## config.mk

```make
export PLATFORM = sky130hd
export DESIGN_NAME = sync_serial_rx
export DESIGN_NICKNAME = d
export VERILOG_FILES = /design/src/rtl/srx_pkg.sv /design/src/rtl/srx_clkgen.sv /design/src/rtl/srx_shifter.sv /design/src/rtl/srx_ctrl.sv /design/src/rtl/sync_serial_rx.sv
export SDC_FILE = /design/constraint.sdc
export NUM_CORES = 1
export LEC_CHECK = 0
export ABC_AREA = 1
export CORE_MARGIN = 4
export CORE_UTILIZATION = 63
export CTS_CLUSTER_SIZE = 40
export DETAILED_ROUTE_END_ITERATION = 10
export DONT_BUFFER_PORTS = 1
export MAX_ROUTING_LAYER = met4
export PLACE_DENSITY = 0.81
export SLEW_MARGIN = 20
export SYNTH_ARGS = -nofsm -noshare
export SYNTH_HDL_FRONTEND = slang
export SYNTH_HIERARCHICAL = 1
export SYNTH_SLANG_ARGS = --single-unit
```

## constraint.sdc

```tcl
create_clock -name clk -period 3 [get_ports clk]
set_input_delay 0.15 -clock clk [delete_from_list [all_inputs] [get_ports clk]]
set_output_delay 0.15 -clock clk [all_outputs]
set_load 0.05 [all_outputs]
```

## src/rtl/srx_pkg.sv

```systemverilog
package srx_pkg;
  localparam int unsigned DATA_W  = 8;
  localparam int unsigned SEL_W   = 3;
  localparam int unsigned MAX_SEL = 6;
  localparam int unsigned DIV_W   = MAX_SEL + 1;
  localparam int unsigned ADDR_W  = 2;

  localparam logic [1:0] MODE_OFF = 2'b00;
  localparam logic [1:0] MODE_RX  = 2'b10;
  localparam logic [SEL_W-1:0] SEL_EXT = '1;

  localparam logic [ADDR_W-1:0] ADDR_CTRL = 2'd0;
  localparam logic [ADDR_W-1:0] ADDR_STAT = 2'd1;
  localparam logic [ADDR_W-1:0] ADDR_BUF  = 2'd2;

  typedef struct packed {
    logic [SEL_W-1:0] clk_sel;
    logic             msb_first;
    logic             edge_fall;
    logic             start;
    logic [1:0]       mode;
  } ctrl_t;

  // Last divider count of one half serial period: 2^sel - 1.
  function automatic logic [DIV_W-1:0] div_limit(input logic [SEL_W-1:0] sel);
    logic [DIV_W:0] span;
    span      = '0;
    span[sel] = 1'b1;
    return DIV_W'(span - {{DIV_W{1'b0}}, 1'b1});
  endfunction

  // Insert one serial bit into the partial byte.
  function automatic logic [DATA_W-1:0] shift_in(input logic [DATA_W-1:0] cur,
                                                 input logic b,
                                                 input logic msb_first);
    return msb_first ? {cur[DATA_W-2:0], b} : {b, cur[DATA_W-1:1]};
  endfunction
endpackage

```

## src/rtl/srx_clkgen.sv

```systemverilog
module srx_clkgen
  import srx_pkg::*;
#(
  parameter int unsigned P_SEL_W = SEL_W,
  parameter int unsigned P_DIV_W = DIV_W
) (
  input  logic               clk,
  input  logic               rst_n,
  input  logic               ext_sel,
  input  logic [P_SEL_W-1:0] clk_sel,
  input  logic               edge_fall,
  input  logic               gen_run,
  input  logic               sclk_in,
  input  logic               sd_in,
  output logic               sclk_out,
  output logic               sample_evt,
  output logic               sd_bit
);
  logic [P_DIV_W-1:0] div_cnt;
  logic               sclk_q;
  logic               gen_active;
  logic               tick;
  logic               int_evt;
  logic [2:0]         ck_sync;
  logic [1:0]         sd_sync;
  logic               ext_rise;
  logic               ext_fall;

  // Once started, the generator always finishes a low phase so it rests high.
  assign gen_active = (gen_run & ~ext_sel) | ~sclk_q;
  assign tick       = gen_active && (div_cnt == div_limit(clk_sel));

  always_ff @(posedge clk) begin
    if (!rst_n) begin
      div_cnt <= '0;
      sclk_q  <= 1'b1;
    end else if (!gen_active) begin
      div_cnt <= '0;
    end else if (tick) begin
      div_cnt <= '0;
      sclk_q  <= ~sclk_q;
    end else begin
      div_cnt <= div_cnt + 1'b1;
    end
  end

  always_ff @(posedge clk) begin
    if (!rst_n) begin
      ck_sync <= '0;
      sd_sync <= '0;
    end else begin
      ck_sync <= {ck_sync[1:0], sclk_in};
      sd_sync <= {sd_sync[0], sd_in};
    end
  end

  assign ext_rise   = ck_sync[1] & ~ck_sync[2];
  assign ext_fall   = ~ck_sync[1] & ck_sync[2];
  assign int_evt    = tick & (edge_fall ? sclk_q : ~sclk_q);
  assign sample_evt = ext_sel ? (edge_fall ? ext_fall : ext_rise) : int_evt;
  assign sd_bit     = sd_sync[1];
  assign sclk_out   = sclk_q;

  // with no internal reception running, a high clock output stays high
  a_r6_rest_high: assert property (@(posedge clk) disable iff (!rst_n)
    (!gen_run && sclk_out) |=> sclk_out)
    else $error("a_r6_rest_high");

  // the generated clock stays quiet once the external clock is in use
  a_r8_ext_quiet: assert property (@(posedge clk) disable iff (!rst_n)
    (ext_sel && sclk_out) |=> sclk_out)
    else $error("a_r8_ext_quiet");
endmodule

```

## src/rtl/srx_shifter.sv

```systemverilog
module srx_shifter
  import srx_pkg::*;
#(
  parameter int unsigned P_DATA_W = DATA_W
) (
  input  logic                clk,
  input  logic                rst_n,
  input  logic                sample_evt,
  input  logic                sample_en,
  input  logic                msb_first,
  input  logic                sd_bit,
  input  logic                clear,
  output logic [P_DATA_W-1:0] rx_byte,
  output logic                byte_done,
  output logic                bits_pending
);
  localparam int unsigned CNT_W = $clog2(P_DATA_W);
  localparam logic [CNT_W-1:0] LAST_BIT = CNT_W'(P_DATA_W - 1);

  logic [P_DATA_W-1:0] shreg;
  logic [CNT_W-1:0]    bit_cnt;
  logic                take;

  assign take         = sample_evt & sample_en;
  assign rx_byte      = shift_in(shreg, sd_bit, msb_first);
  assign byte_done    = take && (bit_cnt == LAST_BIT);
  assign bits_pending = (bit_cnt != '0);

  always_ff @(posedge clk) begin
    if (!rst_n || clear) begin
      shreg   <= '0;
      bit_cnt <= '0;
    end else if (take) begin
      shreg   <= rx_byte;
      bit_cnt <= byte_done ? '0 : bit_cnt + 1'b1;
    end
  end

  // the bit count restarts after each completed byte
  a_r5_count_wrap: assert property (@(posedge clk) disable iff (!rst_n)
    byte_done |=> !bits_pending)
    else $error("a_r5_count_wrap");

  // an abort or immediate stop leaves no partial byte behind
  a_r12_clear: assert property (@(posedge clk) disable iff (!rst_n)
    clear |=> (!bits_pending && shreg == '0))
    else $error("a_r12_clear");
endmodule

```

## src/rtl/srx_ctrl.sv

```systemverilog
module srx_ctrl
  import srx_pkg::*;
(
  input  logic              clk,
  input  logic              rst_n,
  input  logic              reg_wr,
  input  logic              reg_rd,
  input  logic [ADDR_W-1:0] reg_addr,
  input  logic [7:0]        reg_wdata,
  output logic [7:0]        reg_rdata,
  input  logic              byte_done,
  input  logic [DATA_W-1:0] rx_byte,
  input  logic              bits_pending,
  output logic              busy,
  output logic              shift_en,
  output logic              ext_sel,
  output logic [SEL_W-1:0]  clk_sel,
  output logic              edge_fall,
  output logic              msb_first,
  output logic              clr_shift,
  output logic              irq
);
  ctrl_t             cfg_q;
  ctrl_t             wr_v;
  logic [DATA_W-1:0] buf_q;
  logic              busy_q, shift_en_q, stop_pend_q, rx_done_q, overrun_q, irq_q;

  logic wr_ctrl, rd_buf, rd_stat;
  logic do_begin, do_abort, do_halt, halt_now, halt_later;
  logic rx_unread, overrun_evt, store_evt, finish_stop;

  assign wr_v    = ctrl_t'(reg_wdata);
  assign wr_ctrl = reg_wr && (reg_addr == ADDR_CTRL);
  assign rd_buf  = reg_rd && (reg_addr == ADDR_BUF);
  assign rd_stat = reg_rd && (reg_addr == ADDR_STAT);

  assign do_begin   = wr_ctrl && !busy_q && wr_v.start && (wr_v.mode == MODE_RX);
  assign do_abort   = wr_ctrl && busy_q && (wr_v.mode == MODE_OFF);
  assign do_halt    = wr_ctrl && busy_q && !do_abort && !wr_v.start;
  assign halt_now   = do_halt && (!shift_en_q || !bits_pending);
  assign halt_later = do_halt && !halt_now;

  assign rx_unread   = rx_done_q && !rd_buf;
  assign overrun_evt = byte_done && ext_sel && rx_unread;
  assign store_evt   = byte_done && !overrun_evt;
  assign finish_stop = byte_done && (stop_pend_q || halt_later);
  assign clr_shift   = do_abort | halt_now;

  always_ff @(posedge clk) begin
    if (!rst_n) begin
      cfg_q <= '0;
    end else if (wr_ctrl && !busy_q) begin
      cfg_q       <= wr_v;
      cfg_q.start <= do_begin;
    end else if (do_abort) begin
      cfg_q.mode  <= MODE_OFF;
      cfg_q.start <= 1'b0;
    end else if (do_halt) begin
      cfg_q.start <= 1'b0;
    end
  end

  always_ff @(posedge clk) begin
    if (!rst_n) begin
      busy_q      <= 1'b0;
      shift_en_q  <= 1'b0;
      stop_pend_q <= 1'b0;
    end else begin
      if (do_begin) begin
        busy_q      <= 1'b1;
        shift_en_q  <= 1'b1;
        stop_pend_q <= 1'b0;
      end
      if (halt_later) stop_pend_q <= 1'b1;
      if (rd_buf && busy_q && !ext_sel && !shift_en_q && !byte_done) shift_en_q <= 1'b1;
      if (byte_done && !ext_sel) shift_en_q <= 1'b0;
      if (finish_stop) begin
        busy_q      <= 1'b0;
        shift_en_q  <= 1'b0;
        stop_pend_q <= 1'b0;
      end
      if (clr_shift) begin
        busy_q      <= 1'b0;
        shift_en_q  <= 1'b0;
        stop_pend_q <= 1'b0;
      end
    end
  end

  always_ff @(posedge clk) begin
    if (!rst_n) begin
      buf_q     <= '0;
      rx_done_q <= 1'b0;
      overrun_q <= 1'b0;
      irq_q     <= 1'b0;
    end else begin
      irq_q <= byte_done;
      if (rd_buf)      rx_done_q <= 1'b0;
      if (rd_stat)     overrun_q <= 1'b0;
      if (overrun_evt) overrun_q <= 1'b1;
      if (store_evt) begin
        buf_q     <= rx_byte;
        rx_done_q <= 1'b1;
      end
    end
  end

  always_comb begin
    case (reg_addr)
      ADDR_CTRL: reg_rdata = cfg_q;
      ADDR_STAT: reg_rdata = {4'b0000, overrun_q, rx_done_q, shift_en_q, busy_q};
      ADDR_BUF:  reg_rdata = buf_q;
      default:   reg_rdata = '0;
    endcase
  end

  assign busy      = busy_q;
  assign shift_en  = shift_en_q;
  assign clk_sel   = cfg_q.clk_sel;
  assign ext_sel   = (cfg_q.clk_sel == SEL_EXT);
  assign edge_fall = cfg_q.edge_fall;
  assign msb_first = cfg_q.msb_first;
  assign irq       = irq_q;

  // a valid start makes the block busy with shifting enabled
  a_r2_begin: assert property (@(posedge clk) disable iff (!rst_n)
    do_begin |=> (busy && shift_en))
    else $error("a_r2_begin");

  // transfer settings cannot change while busy
  a_r3_cfg_locked: assert property (@(posedge clk) disable iff (!rst_n)
    busy |=> $stable({cfg_q.clk_sel, cfg_q.msb_first, cfg_q.edge_fall}))
    else $error("a_r3_cfg_locked");

  // the interrupt is a single-cycle pulse
  a_r5_irq_pulse: assert property (@(posedge clk) disable iff (!rst_n)
    irq |=> !irq)
    else $error("a_r5_irq_pulse");

  // internal clock waits after each byte
  a_r7_wait: assert property (@(posedge clk) disable iff (!rst_n)
    (byte_done && !ext_sel) |=> !shift_en)
    else $error("a_r7_wait");

  // a byte over an unread buffer flags overrun and is dropped
  a_r8_overrun_keeps: assert property (@(posedge clk) disable iff (!rst_n)
    (byte_done && ext_sel && rx_done_q && !rd_buf) |=> (overrun_q && $stable(buf_q)))
    else $error("a_r8_overrun_keeps");

  // an immediate stop ends at once without an interrupt
  a_r10_quiet_stop: assert property (@(posedge clk) disable iff (!rst_n)
    halt_now |=> (!busy && !irq))
    else $error("a_r10_quiet_stop");

  // a deferred stop ends with the completing byte and its interrupt
  a_r11_deferred: assert property (@(posedge clk) disable iff (!rst_n)
    (busy && stop_pend_q && byte_done) |=> (!busy && irq))
    else $error("a_r11_deferred");
endmodule

```

## src/rtl/sync_serial_rx.sv

```systemverilog
module sync_serial_rx
  import srx_pkg::*;
(
  input  logic       clk,
  input  logic       rst_n,
  input  logic       reg_wr,
  input  logic       reg_rd,
  input  logic [1:0] reg_addr,
  input  logic [7:0] reg_wdata,
  output logic [7:0] reg_rdata,
  input  logic       sclk_in,
  output logic       sclk_out,
  input  logic       sd_in,
  output logic       irq
);
  logic              busy, shift_en, ext_sel, edge_fall, msb_first, clr_shift;
  logic [SEL_W-1:0]  clk_sel;
  logic              sample_evt, sd_bit, byte_done, bits_pending, run;
  logic [DATA_W-1:0] rx_byte;

  assign run = busy & shift_en;

  srx_ctrl u_ctrl (
    .clk(clk), .rst_n(rst_n),
    .reg_wr(reg_wr), .reg_rd(reg_rd), .reg_addr(reg_addr),
    .reg_wdata(reg_wdata), .reg_rdata(reg_rdata),
    .byte_done(byte_done), .rx_byte(rx_byte), .bits_pending(bits_pending),
    .busy(busy), .shift_en(shift_en), .ext_sel(ext_sel), .clk_sel(clk_sel),
    .edge_fall(edge_fall), .msb_first(msb_first), .clr_shift(clr_shift),
    .irq(irq)
  );

  srx_clkgen u_clkgen (
    .clk(clk), .rst_n(rst_n),
    .ext_sel(ext_sel), .clk_sel(clk_sel), .edge_fall(edge_fall),
    .gen_run(run), .sclk_in(sclk_in), .sd_in(sd_in),
    .sclk_out(sclk_out), .sample_evt(sample_evt), .sd_bit(sd_bit)
  );

  srx_shifter u_shifter (
    .clk(clk), .rst_n(rst_n),
    .sample_evt(sample_evt), .sample_en(run), .msb_first(msb_first),
    .sd_bit(sd_bit), .clear(clr_shift),
    .rx_byte(rx_byte), .byte_done(byte_done), .bits_pending(bits_pending)
  );
endmodule

```

==> impl_summary.txt, run 1 <==
----------------------------------------------------
[Logic synthesis]
  Synthesized instance count ... 380
  Avg Cell Area, Syn ... about 6.6 um2
  Mapped cell area ... 0.00249 mm2
  Number of synthesized register bits ... 46
  Synth area leaders ... sky130_fd_sc_hd__dfxtp_1, sky130_fd_sc_hd__nand2_1, sky130_fd_sc_hd__inv_1
  Synth top area share ... between 30 and 40%
  Share of the yosys chip area belonging to registers ... 37.0%
  Yosys warnings ... 6
  Largest area contributor in the netlist ... sky130_fd_sc_hd__dfxtp_1
  Synthesized Nets ... 400
  Distinct cell type count of the synthesized netlist ... 30

[Drt]
  Post-route antenna net violation count ... 0
  WL final ... between 5 and 6 mm
  Via total after detailed routing ... 2169
  Detail-routed net length per standard cell ... around 12 um
  Number of optimization iterations in the first detailed-route pass ... 4
  Via density per instance ... 5.01
  Initial DRC count ... around 200
  Remaining routing DRC violations ... 0

[Power]
  Combinational cell fraction of total power ... 7.8%
  Static leakage power ... roughly 1.3 nW
  P_sw ... between 200 and 300 uW
  Power per standard cell area ... approximately 410 mW/mm2
  Maximum resistive drop on vdd ... about 0.27 mV
  Internal power ... approximately 800 uW
  Sequential fraction of design power ... between 50% and 60%
  Fraction of power spent switching nets ... between 20 and 30%
  Portion of total power attributed to the clock network ... 33.5%

[STA]
  Final-report setup violation count ... 0
  Final setup TNS ... 0 ps
  Number of pins with negative max-slew slack in the final report ... 0
  Final critical-path share of the clock period ... 87.5%
  Transition at the pin with the smallest max-transition slack ... around 1100 ps
  Clock skew after layout ... between 6 and 7 ps
  Final setup margin ... around 370 ps
  Final hold viol count ... 0
  Tightest slew margin relative to the limit ... 29.5%
  RSZ-0062 raised after global routing ... no
  Maximum clock rate ... between 300 and 400 MHz
  Minimum clock period ... 2630 ps

[Layout]
  Growth of design area from synthesis to finish ... 4.82%
  Total Nets Final ... 405
  Sequential cell area ... roughly 900 um2
  Top library cells by usage in the layout, fill and taps aside ... sky130_fd_sc_hd__nand2_1, sky130_fd_sc_hd__inv_1, sky130_fd_sc_hd__dfxtp_1, sky130_fd_sc_hd__nor2_1, sky130_fd_sc_hd__nor2_2
  Final Cell Area ... ~0.0026 mm2
  Area of the multi-input gates ... roughly 0.0012 mm2
  Most frequent standard cell in the layout excluding fill and tap cells ... sky130_fd_sc_hd__nand2_1
  Share of layout cells above drive strength 1 ... about an eighth
  Number of fill cells ... 343
  Ant diodes ... 0

[Min path]
  Worst min-delay path category ... in -> reg

[Setup path]
  CP Class ... reg -> reg
  Launching point of the worst reg2reg path ... u_ctrl/clk_sel[2]$_SDFFE_PN0N_
  Depth of the worst register-to-register path ... 18
  Startpoint of the worst setup timing path ... u_ctrl/clk_sel[2]$_SDFFE_PN0N_
  Slack of the worst reg-to-reg path ... around 370 ps
  Worst Setup End Kind ... flip-flop
  Critical Path Start Type ... flip-flop
  Maximum fanout encountered on the critical timing path ... 16
  Worst Path Required ... ~3200 ps
  Arrival time worst endpoint ... around 2800 ps
  Critical path destination ... u_ctrl/buf_q[0]$_SDFFE_PN0P_
  Worst flop-to-flop path endpoint ... u_ctrl/buf_q[0]$_SDFFE_PN0P_

[Global routing]
  Overflow left after global routing ... 0
  Antenna violations before repair ... 0
  Vias in the first global route ... around 2000
  GR Util All Layers ... a little under a quarter
  Global-route wire length before repair ... between 9 and 10 mm
  Maximum number of pins on one net before global-route repair ... 19

[Clocking]
  Maximum level of the CTS H-tree ... 2
  Clock slew at reported path FFs ... approximately 80 ps
  Clock buffer depth ... 2
  Number of buffers added by the clock tree synthesis step ... 5
  Cell chosen for the clock root ... sky130_fd_sc_hd__clkbuf_8
  Clock tree from TritonCTS ... yes
  TritonCTS sink count ... 46
  Clock insertion delay at the later pin of the skew report ... approximately 300 ps

[Die]
  Core ar. ... approximately 0.0037 mm2
  I/O pin count ... 26
  Height of the die ... 70.9 um
  Effective utilization at floorplan ... between 60% and 70%
  Total die area ... around 0.0050 mm2
  Chip width ... 70.9 um
  Number of rows in the core area ... 22

[Place]
  Setup slack at placement ... approximately 330 ps
  Cell area reported after detailed placement ... around 0.0025 mm2
  Input/output buffers ... 0
  Global placement routability congestion ... 0.855
  Post-detailed-placement half-perimeter wirelength ... 3.85 mm

[Status]
  Status ... finished clean

[Flow run]
  Number of maximum-capacitance violations ... 0

----------------------------------------------------
-- worst min-delay path by stage --
stage                 startpoint                        endpoint  cells past startpoint
global route               rst_n  u_ctrl/clk_sel[1]$_SDFFE_PN0N_                      2
CTS                 reg_wdata[0]    u_ctrl/cfg_q[0]$_SDFFE_PN0P_                      2
detailed placement         rst_n  u_clkgen/ck_sync[2]$_SDFF_PN0_                      2
floorplan                  rst_n  u_clkgen/sclk_out$_SDFFE_PN1P_                      1
finish              reg_wdata[0]    u_ctrl/cfg_q[0]$_SDFFE_PN0P_                      2
global placement           rst_n  u_clkgen/sclk_out$_SDFFE_PN1P_                      1
-- logic make-up after synthesis --
kind of cell             count (synthesis)  share of synthesized area [%]
AO/OA/AOI/OAI                           39                           8.79
XOR/XNOR                                 6                           2.11
adder cells (fa/ha/maj)                  4                           2.01
buffers and inverters                   81                           14.1
flip-flops                              46                           37.0
AND/OR/NAND/NOR                        204                           36.1
-- stage by stage --
stage	hold slack [ps]	utilization, %	power, mW	cells
after floorplan	235	-	0.706	380
after global placement	243	66.5	0.714	422
after detailed placement	255	66.5	0.715	422
after CTS	1.90	69.7	1.08	433
after global routing	2.91	69.8	1.12	433
final	6.99	69.8	1.07	433
-- registers in the layout (all words and copies together) (netlist names), 2 cells and up --
signal,flops
u_ctrl/cfg_q,3
u_shifter/shreg,8
u_shifter/bit_cnt,3
u_ctrl/clk_sel,3
u_clkgen/sd_sync,2
u_ctrl/buf_q,8
u_clkgen/ck_sync,3
u_clkgen/div_cnt,7
-- power by group through the flow --
stage	clock (mW)	combinational, mW	sequential [mW]
2_1_floorplan	0	0.0703	0.636
3_3_place_gp	0	0.0737	0.640
3_5_place_dp	0	0.0744	0.641
4_1_cts	0.367	0.0830	0.626
5_1_grt	0.394	0.0947	0.628
6_report	0.358	0.0836	0.626
-- routing by layer --
layer  vias to the layer above  routed length (um)  global-route usage (%)  part of all wire, %
met5                         -                   0                       -                    0
met4                         0                 160                    11.5                  3.0
met3                        15                 355                    5.26                  6.7
met2                        59                2470                    34.4                   47
met1                       960                2280                    30.0                   43
li1                       1135                   -                       -                    -
-- cell usage after synthesis, drive strengths merged --
cell type	count
a21oi	23
buf	8
nand3	12
xor2	5
nand4	2
o211ai	1
nor3	2
o21ai	14
xnor2	1
a21boi	1
nor2	54
ha	4
clkinv	2
dfxtp	46
inv	71
nand3b	1
nand2	133
-- critical path, stage by stage (launching register included) --
cell and delay [ps]:
sky130_fd_sc_hd__dfxtp_1 390, sky130_fd_sc_hd__nand3_1 140, sky130_fd_sc_hd__inv_1 100, sky130_fd_sc_hd__inv_1 60, sky130_fd_sc_hd__nand2_1 50, sky130_fd_sc_hd__nand2_1 50
sky130_fd_sc_hd__nand2_1 40, sky130_fd_sc_hd__inv_1 40, sky130_fd_sc_hd__nand2_1 50, sky130_fd_sc_hd__nor2_2 120, sky130_fd_sc_hd__nand3_2 130, sky130_fd_sc_hd__o21ai_2 160
sky130_fd_sc_hd__nand2_2 210, sky130_fd_sc_hd__nor2_2 250, sky130_fd_sc_hd__clkinv_1 200, sky130_fd_sc_hd__nor2_8 300, sky130_fd_sc_hd__nand2_1 100, sky130_fd_sc_hd__nand2_1 90
sky130_fd_sc_hd__nor2_2 40
-- cell type report --
type / instances / share of cell area, %
clock buffer: 5 / 2.64
clock inverter: 2 / 0.383
inverter: 73 / 10.5
multi-input combinational: 253 / 46.8
sequential: 46 / 35.3
tap: 48 / 2.30
timing repair buffer: 6 / 2.11
-- timing repair --
item	in CTS	in global routing
gates resized for setup	0	1
buffers inserted	0	0
endpoints found under the hold margin	18	0
hold buffers	4	0
endpoints found under the setup margin	0	7
Note: power is estimated with default switching activity, not from simulation.
==> inputs of run 2 (changes only) <==
- ABC_AREA: 1 -> not set
==> run 2 against run 1 <==
Net effect:
- non-clock buffer count grew 5
- wire length shrank 3.4%
- register-to-register slack worse by 240 ps
- final cell count is 25% lower
- critical path depth shrank 7
- cell area shrank 1.2%
- sequential share of layout area is 0.44 points higher
- critical path type unchanged
==> impl_summary.txt, run 2 <==
----------------------------------------------------
[Logic synthesis]
  Share of the yosys chip area belonging to registers ... between 30% and 40%
  Proportion of register bits with asynchronous set or reset after synthesis ... 0%
  Number of flops mapped to enable cells by yosys ... 0
  Distinct cell type count of the synthesized netlist ... 49
  Post-synth top flop ... sky130_fd_sc_hd__dfxtp_1
  Most frequent cells after synthesis ... sky130_fd_sc_hd__dfxtp_1, sky130_fd_sc_hd__nand2_1, sky130_fd_sc_hd__nor2_1, sky130_fd_sc_hd__o21ai_0
  Synthesized instance count ... between 200 and 300
  Mapped cell area ... roughly 0.0024 mm2
  Dominant cell by count in the synthesized netlist ... sky130_fd_sc_hd__dfxtp_1
  Avg Cell Area, Syn ... between 8 and 9 um2
  Synth top area share ... 38.3%
  Number of synthesized register bits ... between 40 and 50
  Yosys warnings ... 6
  Synthesized Nets ... just under 300
  Synth area leaders ... sky130_fd_sc_hd__dfxtp_1, sky130_fd_sc_hd__mux2i_1, sky130_fd_sc_hd__nand2_1
  Largest area contributor in the netlist ... sky130_fd_sc_hd__dfxtp_1

[Layout]
  Top library cells by usage in the layout, fill and taps aside ... sky130_fd_sc_hd__dfxtp_1, sky130_fd_sc_hd__nand2_1, sky130_fd_sc_hd__nor2_1
  Growth of design area from synthesis to finish ... 7.18%
  Largest registers in the final layout ... u_ctrl/buf_q: 8 flops, u_shifter/shreg: 8 flops, u_clkgen/div_cnt: 7 flops
  Ant diodes ... 0
  Share of layout cells above drive strength 1 ... 12.3%
  Most frequent standard cell in the layout excluding fill and tap cells ... sky130_fd_sc_hd__dfxtp_1
  Number of fill cells ... between 300 and 400
  Total Nets Final ... between 200 and 300

[Setup path]
  Cell with the largest stage delay on the worst path ... sky130_fd_sc_hd__dfxtp_1
  CP Class ... reg -> reg
  Worst flop-to-flop path endpoint ... u_ctrl/buf_q[1]$_SDFFE_PN0P_
  Sequence of cells on the critical path ... or4b_1 > nand4_1 > a21oi_2 > or4_4 > o21ai_4 > and3_4 > inv_1 > a31oi_4 > buf_12 > nand3_1 > o21ai_0
  Depth of the worst register-to-register path ... 11
  Worst Setup End Kind ... flip-flop
  Critical Path Start Type ... flip-flop
  Launching point of the worst reg2reg path ... u_ctrl/clk_sel[1]$_SDFFE_PN0N_
  Number of buffer and inverter stages on the critical path ... 2
  Slack of the worst reg-to-reg path ... roughly 140 ps
  Startpoint of the worst setup timing path ... u_ctrl/clk_sel[1]$_SDFFE_PN0N_
  Maximum fanout encountered on the critical timing path ... 16
  Worst Path Required ... approximately 3200 ps
  Crit path largest cell delay ... between 500 and 600 ps
  Arrival time worst endpoint ... between 3000 and 4000 ps
  Family of cells with the greatest summed delay on the critical path ... simple AND/OR/NAND/NOR gates

[Status]
  Status ... finished clean

[Power]
  P_sw ... about 230 uW
  Combinational cell fraction of total power ... ~5.3%
  Static leakage power ... approximately 0.98 nW
  Total power draw ... 1.05 mW
  Sequential fraction of design power ... approximately 60%
  Maximum resistive drop on vdd ... roughly 0.27 mV
  Fraction of power spent switching nets ... between 20 and 25%
  Portion of total power attributed to the clock network ... a little over a third
  Internal power ... roughly 820 uW
  Power per standard cell area ... between 400 and 500 mW/mm2

[Drt]
  Via total after detailed routing ... 1956
  Detail-routed net length per standard cell ... 15.7 um
  Number of optimization iterations in the first detailed-route pass ... 4
  WL final ... around 5.1 mm
  Via density per instance ... about 6.0
  Remaining routing DRC violations ... 0
  Initial DRC count ... 171
  Post-route antenna net violation count ... 0

[Place]
  Global placement routability congestion ... between 0.8 and 0.9
  Setup slack at placement ... 145 ps
  Post-detailed-placement half-perimeter wirelength ... roughly 3.4 mm
  Input/output buffers ... 0

[STA]
  Final hold viol count ... 0
  Final-report setup violation count ... 0
  Tightest slew margin relative to the limit ... 30.8%
  Final setup TNS ... 0 ps
  Post-route worst hold slack ... about 9.4 ps
  Final critical-path share of the clock period ... a little over nine tenths
  Maximum clock rate ... ~350 MHz
  Number of pins with negative max-slew slack in the final report ... 0
  Transition at the pin with the smallest max-transition slack ... around 1000 ps
  Clock skew after layout ... 1.91 ps
  Minimum clock period ... around 2900 ps
  Final setup margin ... approximately 140 ps

[Flow run]
  Number of maximum-capacitance violations ... 0

[Clocking]
  Clock slew at reported path FFs ... around 80 ps
  Number of buffers added by the clock tree synthesis step ... 5
  Clock tree from TritonCTS ... yes
  Cell chosen for the clock root ... sky130_fd_sc_hd__clkbuf_8
  Clock buffer depth ... 2
  Maximum level of the CTS H-tree ... 2
  TritonCTS sink count ... 46
  Clock insertion delay at the later pin of the skew report ... 290 ps

[Min path]
  Worst min-delay path category ... in -> reg
  Worst hold stages ... 1
  Worst Hold Launch ... rst_n
  Capture endpoint of the worst hold path ... u_ctrl/msb_first$_SDFFE_PN0N_

[Global routing]
  Vias in the first global route ... 1864
  Antenna violations before repair ... 0
  Global-route wire length before repair ... approximately 8.6 mm
  Overflow left after global routing ... 0
  GR Util All Layers ... 22.1%
  Maximum number of pins on one net before global-route repair ... 28

[Die]
  Effective utilization at floorplan ... between 60 and 70%
  Number of rows in the core area ... 22
  Core ar. ... roughly 0.0037 mm2
  Chip width ... between 60 and 70 um
  Total die area ... around 0.0049 mm2
  I/O pin count ... 26
  Height of the die ... approximately 70 um

----------------------------------------------------
[run 2: cell types whose count changed after synthesis, moves of 8 or more]
cell	change
sky130_fd_sc_hd__nand2_1	-93
sky130_fd_sc_hd__inv_1	-50
sky130_fd_sc_hd__nor2_2	-20
sky130_fd_sc_hd__mux2i_1	+16
sky130_fd_sc_hd__nor2_1	-13
sky130_fd_sc_hd__o21ai_0	+10
sky130_fd_sc_hd__a211oi_2	+8
sky130_fd_sc_hd__a21oi_1	-8
sky130_fd_sc_hd__and2_1	+8
[run 2: how the worst max path moves through the flow]
stage	depth (start not counted)	slack, ps	end
6_report	11	140	u_ctrl/buf_q[1]$_SDFFE_PN0P_
5_1_grt	12	-6	u_ctrl/buf_q[2]$_SDFFE_PN0P_
4_1_cts	10	120	u_ctrl/buf_q[0]$_SDFFE_PN0P_
3_5_place_dp	10	150	u_ctrl/buf_q[0]$_SDFFE_PN0P_
3_3_place_gp	9	230	u_ctrl/buf_q[6]$_SDFFE_PN0P_
2_1_floorplan	14	10	u_ctrl/buf_q[5]$_SDFFE_PN0P_
[run 2: routing by layer]
| metal | global-route usage (%) | wire length [um] | share of wire, % | up-vias |
|---|---|---|---|---|
| li1 | - | - | - | 972 |
| met1 | 29.3 | 2360 | 46 | 916 |
| met2 | 32.1 | 2290 | 45 | 60 |
| met3 | 6.96 | 365 | 7.2 | 8 |
| met4 | 7.23 | 70 | 1.4 | 0 |
| met5 | - | 0 | 0 | - |
[run 2: kinds of logic (layout without fill, tap and decap cells)]
family	count (synthesis)	after routing	share of synthesized area, %
AOI/OAI and AO/OA	62	62	19.1
xor gates and xnor gates	7	7	2.55
adders and majority gates	4	4	2.08
buffers and inverters	33	33	7.18
DFF	46	46	38.3
muxes	16	16	6.66
and+or+nand+nor	108	108	24.1
[run 2: what timing repair did]
action                                  CTS  global route
resized for setup                         0             0
setup buffers                             0             1
endpoints found under the setup margin    0             8
hold buffers                              5             0
endpoints found under the hold margin    22             0
[run 2: layout make-up]
class	count	area (um2)	share of cell area, %
Multi-Input combinational cell	197	1350	52.3
Sequential cell	46	921	35.7
Inverter	16	60.1	2.33
Clock buffer	6	82.6	3.20
Timing Repair Buffer	11	108	4.17
Tap cell	48	60.1	2.33
[run 2: per-stage QoR]
step	utilization (%)	area [um2]	cells
after floorplan	-	2450	276
after CTS	69.4	2560	323
final	69.9	2580	324
after global routing	69.9	2580	324
after global placement	65.8	2430	312
after detailed placement	65.8	2430	312
[run 2: power by group through the flow]
stage,clock network [mW],logic (mW),registers [mW]
4_1_cts,0.380,0.0546,0.626
3_5_place_dp,0,0.0443,0.640
6_report,0.368,0.0553,0.626
5_1_grt,0.402,0.0612,0.627
3_3_place_gp,0,0.0431,0.640
2_1_floorplan,0,0.0538,0.635
==> inputs of run 3 (changes only) <==
- CELL_PAD_IN_SITES_DETAIL_PLACEMENT: not set -> 2
- CELL_PAD_IN_SITES_GLOBAL_PLACEMENT: not set -> 2
- CORE_UTILIZATION: 63 -> 38
- PLACE_DENSITY: 0.81 -> 0.8
==> run 3 against run 2 <==
Net effect:
- register-to-register slack better by 60 ps
- first-iteration DRC count fell by 58%
- sequential share of layout area down 1.2 points
- combinational power increased by 14%
- cell area increased by 3.7%
- sequential power is essentially flat
- global-route usage fell by 2.6 points
==> impl_summary.txt, run 3 (synthesis results as in run 2) <==
----------------------------------------------------
[Status]
  Status ... finished clean

[Clocking]
  Clock buffer depth ... 2
  Number of buffers added by the clock tree synthesis step ... 5
  Maximum level of the CTS H-tree ... 2
  Cell chosen for the clock root ... sky130_fd_sc_hd__clkbuf_8
  TritonCTS sink count ... 46
  Clock tree from TritonCTS ... yes
  Clock insertion delay at the later pin of the skew report ... ~300 ps
  Clock slew at reported path FFs ... 90 ps

[STA]
  Final critical-path share of the clock period ... between 90% and 100%
  Number of pins with negative max-slew slack in the final report ... 0
  Clock skew after layout ... approximately 10 ps
  Tightest slew margin relative to the limit ... between 20% and 30%
  Final setup TNS ... 0 ps
  RSZ-0062 raised after global routing ... no
  Transition at the pin with the smallest max-transition slack ... roughly 1100 ps
  Final hold viol count ... 0
  Final-report setup violation count ... 0
  Maximum clock rate ... 357 MHz
  Minimum clock period ... about 2800 ps

[Global routing]
  Global-route wire length before repair ... around 11 mm
  Overflow left after global routing ... 0
  GR Util All Layers ... approximately 20%
  Vias in the first global route ... roughly 2100
  Antenna violations before repair ... 0
  Maximum number of pins on one net before global-route repair ... 29

[Layout]
  Largest registers in the final layout ... u_ctrl/buf_q: 8 flops, u_shifter/shreg: 8 flops, u_clkgen/div_cnt: 7 flops
  Ant diodes ... 0
  Total Nets Final ... 302
  Top library cells by usage in the layout, fill and taps aside ... sky130_fd_sc_hd__dfxtp_1, sky130_fd_sc_hd__nand2_1, sky130_fd_sc_hd__nor2_1
  Growth of design area from synthesis to finish ... 11.2%
  Final cell count without fillers ... 358
  Most frequent standard cell in the layout excluding fill and tap cells ... sky130_fd_sc_hd__dfxtp_1
  Share of layout cells above drive strength 1 ... between 10% and 20%

[Min path]
  Worst hold stages ... 2
  Worst min-delay path category ... in -> reg

[Drt]
  Via density per instance ... approximately 5.7
  Number of optimization iterations in the first detailed-route pass ... 3
  Post-route antenna net violation count ... 0
  WL final ... 6.82 mm
  Remaining routing DRC violations ... 0
  Via total after detailed routing ... about 2000
  Detail-routed net length per standard cell ... 19.0 um
  Initial DRC count ... 72

[Place]
  Post-detailed-placement half-perimeter wirelength ... approximately 4.7 mm
  Global placement routability congestion ... approximately 0.79
  Input/output buffers ... 0
  Number of placed instances with taps included ... 340

[Power]
  Fraction of power spent switching nets ... 24.0%
  Sequential fraction of design power ... 57.4%
  Portion of total power attributed to the clock network ... roughly 37%
  Power per standard cell area ... about 410 mW/mm2
  Maximum resistive drop on vdd ... 0.155 mV
  Internal power ... between 800 and 900 uW
  Static leakage power ... around 1.0 nW
  P_sw ... approximately 260 uW
  Combinational cell fraction of total power ... roughly 5.8%

[Die]
  Chip width ... 87.6 um
  Height of the die ... ~88 um
  Total die area ... about 0.0077 mm2
  Number of rows in the core area ... 28
  Core ar. ... approximately 0.006 mm2
  I/O pin count ... 26
  Effective utilization at floorplan ... between 30% and 40%

[Setup path]
  Critical Path Start Type ... flip-flop
  Maximum fanout encountered on the critical timing path ... 16
  Arrival time worst endpoint ... a little over 3000 ps
  Depth of the worst register-to-register path ... 11
  Worst Path Required ... between 3000 and 4000 ps
  CP Class ... reg -> reg
  Worst Setup End Kind ... flip-flop

[Flow run]
  Number of maximum-capacitance violations ... 0

----------------------------------------------------
-- run 3: critical path, stage by stage (launching register included) --
cell                      delay [ps]
sky130_fd_sc_hd__dfxtp_2         400
sky130_fd_sc_hd__or4_1           560
sky130_fd_sc_hd__nor2_1          180
sky130_fd_sc_hd__a21oi_2          90
sky130_fd_sc_hd__or4_4           510
sky130_fd_sc_hd__o21ai_4         170
sky130_fd_sc_hd__and3_4          250
sky130_fd_sc_hd__inv_1            80
sky130_fd_sc_hd__a31oi_4         160
sky130_fd_sc_hd__buf_12          150
sky130_fd_sc_hd__nand3_1          80
sky130_fd_sc_hd__o21ai_0         110
-- run 3: path summary, 6_finish.rpt --
check                                 startpoint                        endpoint  slack, ps
setup / recovery  u_ctrl/clk_sel[1]$_SDFFE_PN0N_    u_ctrl/buf_q[4]$_SDFFE_PN0P_        200
hold / removal                             rst_n    u_ctrl/buf_q[2]$_SDFFE_PN0P_         10
setup reg to reg  u_ctrl/clk_sel[1]$_SDFFE_PN0N_    u_ctrl/buf_q[4]$_SDFFE_PN0P_        200
hold reg to reg   u_clkgen/ck_sync[0]$_SDFF_PN0_  u_clkgen/ck_sync[1]$_SDFF_PN0_        440
-- run 3: routing by layer --
metal | share of wire (%) | vias to the layer above | global-route usage (%)
met3 | 3.3 | 5 | 3.39
met5 | 0 | - | -
met1 | 48 | 1029 | 25.3
li1 | - | 982 | -
met2 | 48 | 26 | 31.8
met4 | 0.78 | 0 | 4.18
-- run 3: power by group through the flow --
stage	logic (mW)	clock network (mW)	registers, mW
after detailed placement	0.0460	0	0.641
after global routing	0.0688	0.454	0.629
final	0.0629	0.402	0.627
after CTS	0.0630	0.423	0.627
after global placement	0.0447	0	0.640
after floorplan	0.0538	0	0.635
-- run 3: final cells by class --
| type | instances | area, um2 |
|---|---|---|
| Tap cell | 75 | 93.8 |
| Clock buffer | 6 | 82.6 |
| Inverter | 16 | 60.1 |
| Fill cell | 665 | 3350 |
| Multi-Input combinational cell | 197 | 1350 |
| Sequential cell | 46 | 923 |
| Clock inverter | 2 | 12.5 |
| Timing Repair Buffer | 16 | 155 |
-- run 3: stage by stage --
stage	cell area, um2	power [mW]	utilization (%)	worst slack, ps	hold WS [ps]
3_5_place_dp	2470	0.687	40.9	90.2	243
2_1_floorplan	2450	0.689	-	11.5	222
4_1_cts	2650	1.11	44.0	25.4	1.49
5_1_grt	2680	1.15	44.4	50.8	8.61
3_3_place_gp	2470	0.685	40.9	160	234
6_report	2680	1.09	44.4	199	12.5
-- run 3: timing repair --
item | 4_1_cts | 5_1_grt
hold buffers | 9 | 0
resized for setup | 0 | 3
endpoints found under the hold margin | 23 | 0
setup endpoints to repair | 0 | 8
buffers inserted | 0 | 1
